**config.mk**
```make
export PLATFORM = sky130hd
export DESIGN_NAME = lin_baud_meter
export DESIGN_NICKNAME = d
export VERILOG_FILES = /design/src/rtl/lin_meter_pkg.sv /design/src/rtl/rx_fall_detect.sv /design/src/rtl/edge_sequencer.sv /design/src/rtl/period_calc.sv /design/src/rtl/lin_baud_meter.sv
export SDC_FILE = /design/constraint.sdc
export NUM_CORES = 1
export LEC_CHECK = 0
export BUFFER_PORTS_ARGS = -buffer_cell sky130_fd_sc_hd__buf_2
export CAP_MARGIN = 0
export CORE_UTILIZATION = 50
export CTS_CLUSTER_SIZE = 30
export DETAILED_ROUTE_END_ITERATION = 7
export PLACE_DENSITY = 0.79
export REMOVE_ABC_BUFFERS = 1
export SYNTH_ARGS = -nofsm -noshare
export SYNTH_HDL_FRONTEND = slang
export SYNTH_SLANG_ARGS = --single-unit
```
**constraint.sdc**
```tcl
create_clock -name clk -period 2.9 [get_ports clk]
set_input_delay 0.58 -clock clk [delete_from_list [all_inputs] [get_ports clk]]
set_output_delay 0.58 -clock clk [all_outputs]
set_load 0.01 [all_outputs]
```
**src/rtl/lin_meter_pkg.sv**
```systemverilog
package lin_meter_pkg;
   typedef enum logic {
      MTR_IDLE  = 1'b0,
      MTR_ARMED = 1'b1
   } mtr_state_t;

   typedef struct packed {
      logic first;
      logic last;
   } edge_stb_t;
endpackage

```
**src/rtl/rx_fall_detect.sv**
```systemverilog
module rx_fall_detect #(
   parameter int   STAGES   = 2,
   parameter logic IDLE_LVL = 1'b1
) (
   input  logic clk,
   input  logic rst_n,
   input  logic rx_i,
   output logic fall_o
);
   logic [STAGES-1:0] chain_q;
   logic              prev_q;

   generate
      for (genvar s = 0; s < STAGES; s++) begin : g_stage
         if (s == 0) begin : g_head
            always_ff @(posedge clk or negedge rst_n) begin
               if (!rst_n) chain_q[0] <= IDLE_LVL;
               else        chain_q[0] <= rx_i;
            end
         end else begin : g_body
            always_ff @(posedge clk or negedge rst_n) begin
               if (!rst_n) chain_q[s] <= IDLE_LVL;
               else        chain_q[s] <= chain_q[s-1];
            end
         end
      end
   endgenerate

   always_ff @(posedge clk or negedge rst_n) begin
      if (!rst_n) prev_q <= IDLE_LVL;
      else        prev_q <= chain_q[STAGES-1];
   end

   assign fall_o = prev_q & ~chain_q[STAGES-1];
endmodule

```
**src/rtl/edge_sequencer.sv**
```systemverilog
module edge_sequencer
   import lin_meter_pkg::*;
#(
   parameter int EDGE_LAST = 5,
   localparam int CNT_W    = $clog2(EDGE_LAST)
) (
   input  logic      clk,
   input  logic      rst_n,
   input  logic      arm_i,
   input  logic      fall_i,
   output edge_stb_t stb_o
);
   mtr_state_t       state_q;
   logic [CNT_W-1:0] cnt_q;
   logic             take;

   assign take        = (state_q == MTR_ARMED) && fall_i && !arm_i;
   assign stb_o.first = take && (cnt_q == '0);
   assign stb_o.last  = take && (cnt_q == CNT_W'(EDGE_LAST - 1));

   always_ff @(posedge clk or negedge rst_n) begin
      if (!rst_n) begin
         state_q <= MTR_IDLE;
         cnt_q   <= '0;
      end else if (arm_i) begin
         state_q <= MTR_ARMED;
         cnt_q   <= '0;
      end else if (take) begin
         if (stb_o.last) begin
            state_q <= MTR_IDLE;
            cnt_q   <= '0;
         end else begin
            cnt_q <= cnt_q + 1'b1;
         end
      end
   end
endmodule

```
**src/rtl/period_calc.sv**
```systemverilog
module period_calc #(
   parameter int TMR_W      = 16,
   parameter int SHIFT      = 3,
   parameter bit PERIOD_REG = 1'b1
) (
   input  logic             clk,
   input  logic             rst_n,
   input  logic [TMR_W-1:0] t1_i,
   input  logic [TMR_W-1:0] t2_i,
   input  logic             start_i,
   input  logic             clr_i,
   output logic [TMR_W-1:0] period_o,
   output logic             valid_o
);
   logic [TMR_W-1:0] span;

   assign span = t2_i - t1_i;

   generate
      if (PERIOD_REG) begin : g_reg
         logic             go_q;
         logic             valid_q;
         logic [TMR_W-1:0] period_q;

         always_ff @(posedge clk or negedge rst_n) begin
            if (!rst_n) begin
               go_q     <= 1'b0;
               valid_q  <= 1'b0;
               period_q <= '0;
            end else if (clr_i) begin
               go_q    <= 1'b0;
               valid_q <= 1'b0;
            end else begin
               go_q <= start_i;
               if (go_q) begin
                  period_q <= span >> SHIFT;
                  valid_q  <= 1'b1;
               end
            end
         end
         assign period_o = period_q;
         assign valid_o  = valid_q;
      end else begin : g_comb
         logic valid_q;

         always_ff @(posedge clk or negedge rst_n) begin
            if (!rst_n)       valid_q <= 1'b0;
            else if (clr_i)   valid_q <= 1'b0;
            else if (start_i) valid_q <= 1'b1;
         end
         assign period_o = span >> SHIFT;
         assign valid_o  = valid_q;
      end
   endgenerate
endmodule

```
**src/rtl/lin_baud_meter.sv**
```systemverilog
module lin_baud_meter
   import lin_meter_pkg::*;
#(
   parameter int TMR_W       = 16,
   parameter int SYNC_STAGES = 2,
   parameter int EDGE_LAST   = 5,
   parameter bit PERIOD_REG  = 1'b1
) (
   input  logic             clk,
   input  logic             rst_n,
   input  logic             rx_i,
   input  logic [TMR_W-1:0] tmr_i,
   input  logic             brk_det_i,
   input  logic [1:0]       sts_clr_i,
   output logic [TMR_W-1:0] t1_o,
   output logic [TMR_W-1:0] t2_o,
   output logic             irq_first_o,
   output logic             irq_fifth_o,
   output logic [TMR_W-1:0] bit_period_o,
   output logic             done_o
);
   localparam int SPAN_BITS = 2 * (EDGE_LAST - 1);
   localparam int SHIFT     = $clog2(SPAN_BITS);

   generate
      if (TMR_W < 4) begin : g_bad_width
         $error("lin_baud_meter: TMR_W must be at least 4");
      end
      if (SYNC_STAGES < 2) begin : g_bad_sync
         $error("lin_baud_meter: SYNC_STAGES must be at least 2");
      end
      if (EDGE_LAST < 2) begin : g_bad_edges
         $error("lin_baud_meter: EDGE_LAST must be at least 2");
      end
      if ((1 << SHIFT) != SPAN_BITS) begin : g_bad_span
         $error("lin_baud_meter: edge span must be a power of two bit times");
      end
   endgenerate

   logic             fall;
   edge_stb_t        stb;
   logic             first_stb;
   logic             last_stb;
   logic [TMR_W-1:0] t1_q;
   logic [TMR_W-1:0] t2_q;
   logic             sts_first_q;
   logic             sts_fifth_q;

   rx_fall_detect #(
      .STAGES   (SYNC_STAGES),
      .IDLE_LVL (1'b1)
   ) u_fall (
      .clk    (clk),
      .rst_n  (rst_n),
      .rx_i   (rx_i),
      .fall_o (fall)
   );

   edge_sequencer #(
      .EDGE_LAST (EDGE_LAST)
   ) u_seq (
      .clk    (clk),
      .rst_n  (rst_n),
      .arm_i  (brk_det_i),
      .fall_i (fall),
      .stb_o  (stb)
   );

   assign first_stb = stb.first;
   assign last_stb  = stb.last;

   always_ff @(posedge clk or negedge rst_n) begin
      if (!rst_n) begin
         t1_q <= '0;
         t2_q <= '0;
      end else begin
         if (first_stb) t1_q <= tmr_i;
         if (last_stb)  t2_q <= tmr_i;
      end
   end

   always_ff @(posedge clk or negedge rst_n) begin
      if (!rst_n) begin
         sts_first_q <= 1'b0;
         sts_fifth_q <= 1'b0;
      end else begin
         if (first_stb)         sts_first_q <= 1'b1;
         else if (sts_clr_i[0]) sts_first_q <= 1'b0;
         if (last_stb)          sts_fifth_q <= 1'b1;
         else if (sts_clr_i[1]) sts_fifth_q <= 1'b0;
      end
   end

   period_calc #(
      .TMR_W      (TMR_W),
      .SHIFT      (SHIFT),
      .PERIOD_REG (PERIOD_REG)
   ) u_calc (
      .clk      (clk),
      .rst_n    (rst_n),
      .t1_i     (t1_q),
      .t2_i     (t2_q),
      .start_i  (last_stb),
      .clr_i    (brk_det_i),
      .period_o (bit_period_o),
      .valid_o  (done_o)
   );

   assign t1_o        = t1_q;
   assign t2_o        = t2_q;
   assign irq_first_o = sts_first_q;
   assign irq_fifth_o = sts_fifth_q;
endmodule

```
==> results_tabular.tex <==
\begin{tabular}{lr}
\hline
Metric & Value \\
\hline
\multicolumn{2}{l}{\textbf{Routing}} \\
\quad Per-cell via count in the routed design & about 5.2 \\
\quad Starting DRC count in detailed routing & 78 \\
\quad Vias after detailed routing & roughly 2300 \\
\quad Final antenna-violating net count & 0 \\
\quad First-pass iteration count of the detailed router & 4 \\
\quad Average wire per cell in the routed design & between 10 and 15 µm \\
\quad Final wirelength & 5931 µm \\
\quad Count of unresolved DRC violations after routing & 0 \\
\multicolumn{2}{l}{\textbf{Timing}} \\
\quad Final number of hold-violating endpoints & 0 \\
\quad Highest clock frequency the design can meet & around 0.47 GHz \\
\quad Unrepaired setup endpoints after global routing & no \\
\quad Fin Clk Skew & 6.189 ps \\
\quad Setup WS post-layout & 770.2 ps \\
\quad Worst slew margin relative to its limit & between 40\% and 50\% \\
\quad Final-layout worst hold slack & between 300 and 400 ps \\
\quad Total negative slack & 0 ps \\
\quad Post-route minimum period & approximately 2100 ps \\
\quad Final slew viol count & 0 \\
\quad Count of endpoints failing setup in the final report & 0 \\
\quad Worst Max-Slew Pin Slew & between 700 and 800 ps \\
\quad Final cycle utilization of the critical path & between 70\% and 80\% \\
\multicolumn{2}{l}{\textbf{Min path}} \\
\quad Hold Path Class & flip-flop to flip-flop \\
\multicolumn{2}{l}{\textbf{Floorplan}} \\
\quad IO Count & 73 \\
\quad CORE AREA & 5507 µm² \\
\quad Die area & $\sim$6000 µm² \\
\quad Die width & 77.78 µm \\
\quad Site row count & 27 \\
\quad Die height & between 70 and 80 µm \\
\quad Starting utilization of the core area & approximately 52\% \\
\multicolumn{2}{l}{\textbf{Yosys}} \\
\quad Count of cell types in the netlist & 46 \\
\quad Fraction of post-synthesis cell area in the top cell type by area & about 46\% \\
\quad EDFF count, synth & 0 \\
\quad Seq/Total Area, Yosys & approximately 49\% \\
\quad Syn Inst Count & about 300 \\
\quad Dominant register cell in the synthesized netlist & sky130\_fd\_sc\_hd\_\_dfrtp\_1 \\
\quad Synth warn & 0 \\
\quad Asr flop ratio synth & between 90\% and 100\% \\
\quad Synthesized area & around 2900 µm² \\
\quad Biggest area consumer among synthesized cells & sky130\_fd\_sc\_hd\_\_dfrtp\_1 \\
\quad Count of state elements after synthesis & 56 \\
\quad Biggest area contributors in the synthesized netlist & sky130\_fd\_sc\_hd\_\_dfrtp\_1 46\%, sky130\_fd\_sc\_hd\_\_nand2\_1 9.4\%, sky130\_fd\_sc\_hd\_\_ha\_1 7.0\% \\
\quad Mean instance size in the synthesized netlist & between 9 and 10 µm² \\
\multicolumn{2}{l}{\textbf{Clock network}} \\
\quad Post-CTS repair timing setup buffer count & 0 \\
\quad Clock tree from TritonCTS & done \\
\quad Longest Clk Path Bufs & 2 \\
\quad Count of instances resized after the clock tree is built & 0 \\
\quad Cell at the root of the clock tree & sky130\_fd\_sc\_hd\_\_clkbuf\_8 \\
\quad Clk slew on worst S/H paths & around 90 ps \\
\quad Number of sinks driven by the clock tree & 56 \\
\quad Maximum level of the CTS H-tree & 2 \\
\quad Clock insertion delay at the later pin of the skew report & $\sim$300 ps \\
\quad Hold buffers post-CTS & 0 \\
\quad Num CTS Buffers & 5 \\
\multicolumn{2}{l}{\textbf{GRT}} \\
\quad Via count of the first global-routing pass & roughly 2200 \\
\quad Overall global routing resource usage & 21.69\% \\
\quad Number of antenna violations at the first check in global routing & 0 \\
\quad Remaining Overflow, GRT & 0 \\
\quad Pin count of the biggest net entering global routing & 57 \\
\quad First-pass GRT wire length & between 10000 and 15000 µm \\
\multicolumn{2}{l}{\textbf{Pwr}} \\
\quad Static leakage power & about 1.8 nW \\
\quad Internal power contribution & around 1.2 mW \\
\quad Worst supply voltage drop on vdd & between 0.0002 and 0.0003 V \\
\quad Power density cells & between 500 and 600 nW/µm² \\
\quad Clock share of power & 23.0\% \\
\quad Sequential Power Share & 50.4\% \\
\quad Switching share of power & just over 30\% \\
\quad Switch Pwr & around 0.55 mW \\
\quad Logic pwr share & between 20\% and 30\% \\
\multicolumn{2}{l}{\textbf{Setup path}} \\
\quad Critical path startpoint category & flip-flop \\
\quad Capturing element type of the critical path & flip-flop \\
\quad Critical path arrival & between 2000 and 2500 ps \\
\quad Classification of the worst setup path & flip-flop to flip-flop \\
\quad Critical-path top delay cell & sky130\_fd\_sc\_hd\_\_o32a\_1 \\
\quad Maximum fanout along the worst path & 3 \\
\quad Max incr delay on CP & around 420 ps \\
\quad Register-to-Register Setup Slack & between 700 and 800 ps \\
\quad CP Data Required Time & about 3000 ps \\
\quad Series of cell instances along the critical path & inv\_1, ha\_1, a21o\_1, a31oi\_2, o211ai\_2, o32a\_1, mux2i\_1, nand3\_1 \\
\multicolumn{2}{l}{\textbf{Layout}} \\
\quad Final \#Nets & 407 \\
\quad Non-filler cells in the finished layout & 442 \\
\quad Number of fill cells in the layout & 469 \\
\quad Fraction of layout instances using a drive strength above 1 & 28.11\% \\
\quad Syn-to-layout area delta & 17.17\% \\
\quad Post-layout utilization of the core & between 60 and 70\% \\
\quad Inserted Diodes & 0 \\
\multicolumn{2}{l}{\textbf{Placed design}} \\
\quad PortBufs & 69 \\
\quad Number of cells in the design after placement & 434 \\
\quad Weighted congestion at the end of routability-driven global placement & $\sim$0.84 \\
\quad Dpl ws & 815.4 ps \\
\quad Detailed placer's ending HPWL & roughly 4400 µm \\
\multicolumn{2}{l}{\textbf{Run status}} \\
\quad Run status & finished clean \\
\multicolumn{2}{l}{\textbf{Flow run}} \\
\quad Max capacitance violation total & 0 \\
\hline
\end{tabular}
per-layer routing:
layer	vias to the layer above	global-route usage, %	routed length [µm]
met2	54	35.75	2933
li1	1149	-	-
met4	0	8.679	94
met5	-	0	0
met3	11	4.235	247
met1	1089	27.98	2656
stage by stage:
step	instance area, µm²	power, mW
6_report	3364	1.775
5_1_grt	3364	1.885
4_1_cts	3364	1.791
3_5_place_dp	3283	1.380
3_3_place_gp	3283	1.367
2_1_floorplan	2825	1.221
worst paths after layout:
| kind | from | end | cells after the start |
|---|---|---|---|
| setup / recovery | t1_o[2] | u_calc.period_o[11] | 8 |
| hold / removal | u_fall.chain_q[0] | u_fall.chain_q[1] | 0 |
| setup reg to reg | t1_o[2] | u_calc.period_o[11] | 8 |
| hold reg to reg | u_fall.chain_q[0] | u_fall.chain_q[1] | 0 |
| max in group asynchronous | rst_n | t2_o[10] | 2 |
| min in group asynchronous | rst_n | t2_o[0] | 2 |
sequential cells by signal (all words and copies together) (netlist names):
signal and count:
u_seq.state_q 1, u_calc.g_reg.go_q 1, t2_o 16, u_seq.cnt_q 3, t1_o 16, irq_fifth_o 1, irq_first_o 1, u_calc.valid_o 1
u_fall.chain_q 2, u_fall.prev_q 1, u_calc.period_o 13
final cells by class:
class	instances	area, µm²	area share [%]
timing repair buffer	72	367.9	10.93
multi-input combinational	213	1341	39.87
clock inverter	1	5.005	0.1488
inverter	21	78.83	2.343
clock buffer	7	76.32	2.268
tap	72	90.09	2.678
sequential	56	1405	41.76
cell usage after synthesis (3+ instances only):
cell	count
sky130_fd_sc_hd__dfstp_2	3
sky130_fd_sc_hd__nor2b_1	3
sky130_fd_sc_hd__a211oi_1	3
sky130_fd_sc_hd__nor2_1	14
sky130_fd_sc_hd__nand4_1	3
sky130_fd_sc_hd__ha_1	16
sky130_fd_sc_hd__dfrtp_1	53
sky130_fd_sc_hd__nor3_1	6
sky130_fd_sc_hd__buf_4	3
sky130_fd_sc_hd__xor2_1	3
sky130_fd_sc_hd__o21a_1	4
sky130_fd_sc_hd__xnor2_1	4
sky130_fd_sc_hd__inv_1	20
sky130_fd_sc_hd__nand3_1	10
sky130_fd_sc_hd__a21oi_1	10
sky130_fd_sc_hd__mux2_2	16
sky130_fd_sc_hd__nor3b_1	3
sky130_fd_sc_hd__o21ai_0	14
sky130_fd_sc_hd__clkbuf_1	7
sky130_fd_sc_hd__nand2_1	72
cells by family (layout without fill, tap and decap cells):
kind of cell,after synthesis,in the layout,share of synthesized area (%)
simple gates,122,122,19.13
flops,56,56,48.93
compound gates,47,47,11.11
buf+inv,32,101,4.618
mux,18,18,6.972
fa+ha+maj,16,16,6.972
xor+xnor,7,7,2.135
other cells,1,3,0.1306
layout by cell type, fill, tap and decap left out, types with 2 or more instances in the layout:
cell type	netlist	layout
sky130_fd_sc_hd__xor2_1	3	3
sky130_fd_sc_hd__dfrtp_1	53	53
sky130_fd_sc_hd__a21o_1	2	2
sky130_fd_sc_hd__nor3_1	6	6
sky130_fd_sc_hd__nand4_1	3	3
sky130_fd_sc_hd__a22oi_1	2	2
sky130_fd_sc_hd__a211oi_1	3	3
sky130_fd_sc_hd__mux2i_1	2	2
sky130_fd_sc_hd__o21ai_0	14	14
sky130_fd_sc_hd__conb_1	1	3
sky130_fd_sc_hd__clkbuf_8	0	5
sky130_fd_sc_hd__nand2_1	72	72
sky130_fd_sc_hd__mux2_2	16	16
sky130_fd_sc_hd__nor3b_1	3	3
sky130_fd_sc_hd__xnor2_1	4	4
sky130_fd_sc_hd__buf_2	1	69
sky130_fd_sc_hd__ha_1	16	16
sky130_fd_sc_hd__nand3_1	10	10
sky130_fd_sc_hd__nor2b_1	3	3
sky130_fd_sc_hd__dfstp_2	3	3
sky130_fd_sc_hd__o21ai_1	2	2
sky130_fd_sc_hd__inv_1	20	20
sky130_fd_sc_hd__nand2b_1	2	2
sky130_fd_sc_hd__buf_4	3	3
sky130_fd_sc_hd__or4_1	2	2
sky130_fd_sc_hd__a21oi_1	10	10
sky130_fd_sc_hd__nor2_1	14	14
sky130_fd_sc_hd__clkbuf_1	7	2
sky130_fd_sc_hd__o21a_1	4	4
critical path, delay by kind of cell (launching register included):
family | cells | cell delay, ps
compound gates | 4 | 1020
simple gates | 1 | 80
mux | 1 | 170
buf+inv | 1 | 50
flops | 1 | 370
fa+ha+maj | 1 | 340
power groups by stage:
stage / sequential, mW / clock [mW] / combinational (mW)
global route: 0.907 / 0.456 / 0.522
floorplan: 0.937 / 0 / 0.285
CTS: 0.895 / 0.423 / 0.473
finish: 0.895 / 0.409 / 0.471
global placement: 0.908 / 0 / 0.460
detailed placement: 0.911 / 0 / 0.469
No activity file was read; power rests on OpenSTA's default activity.
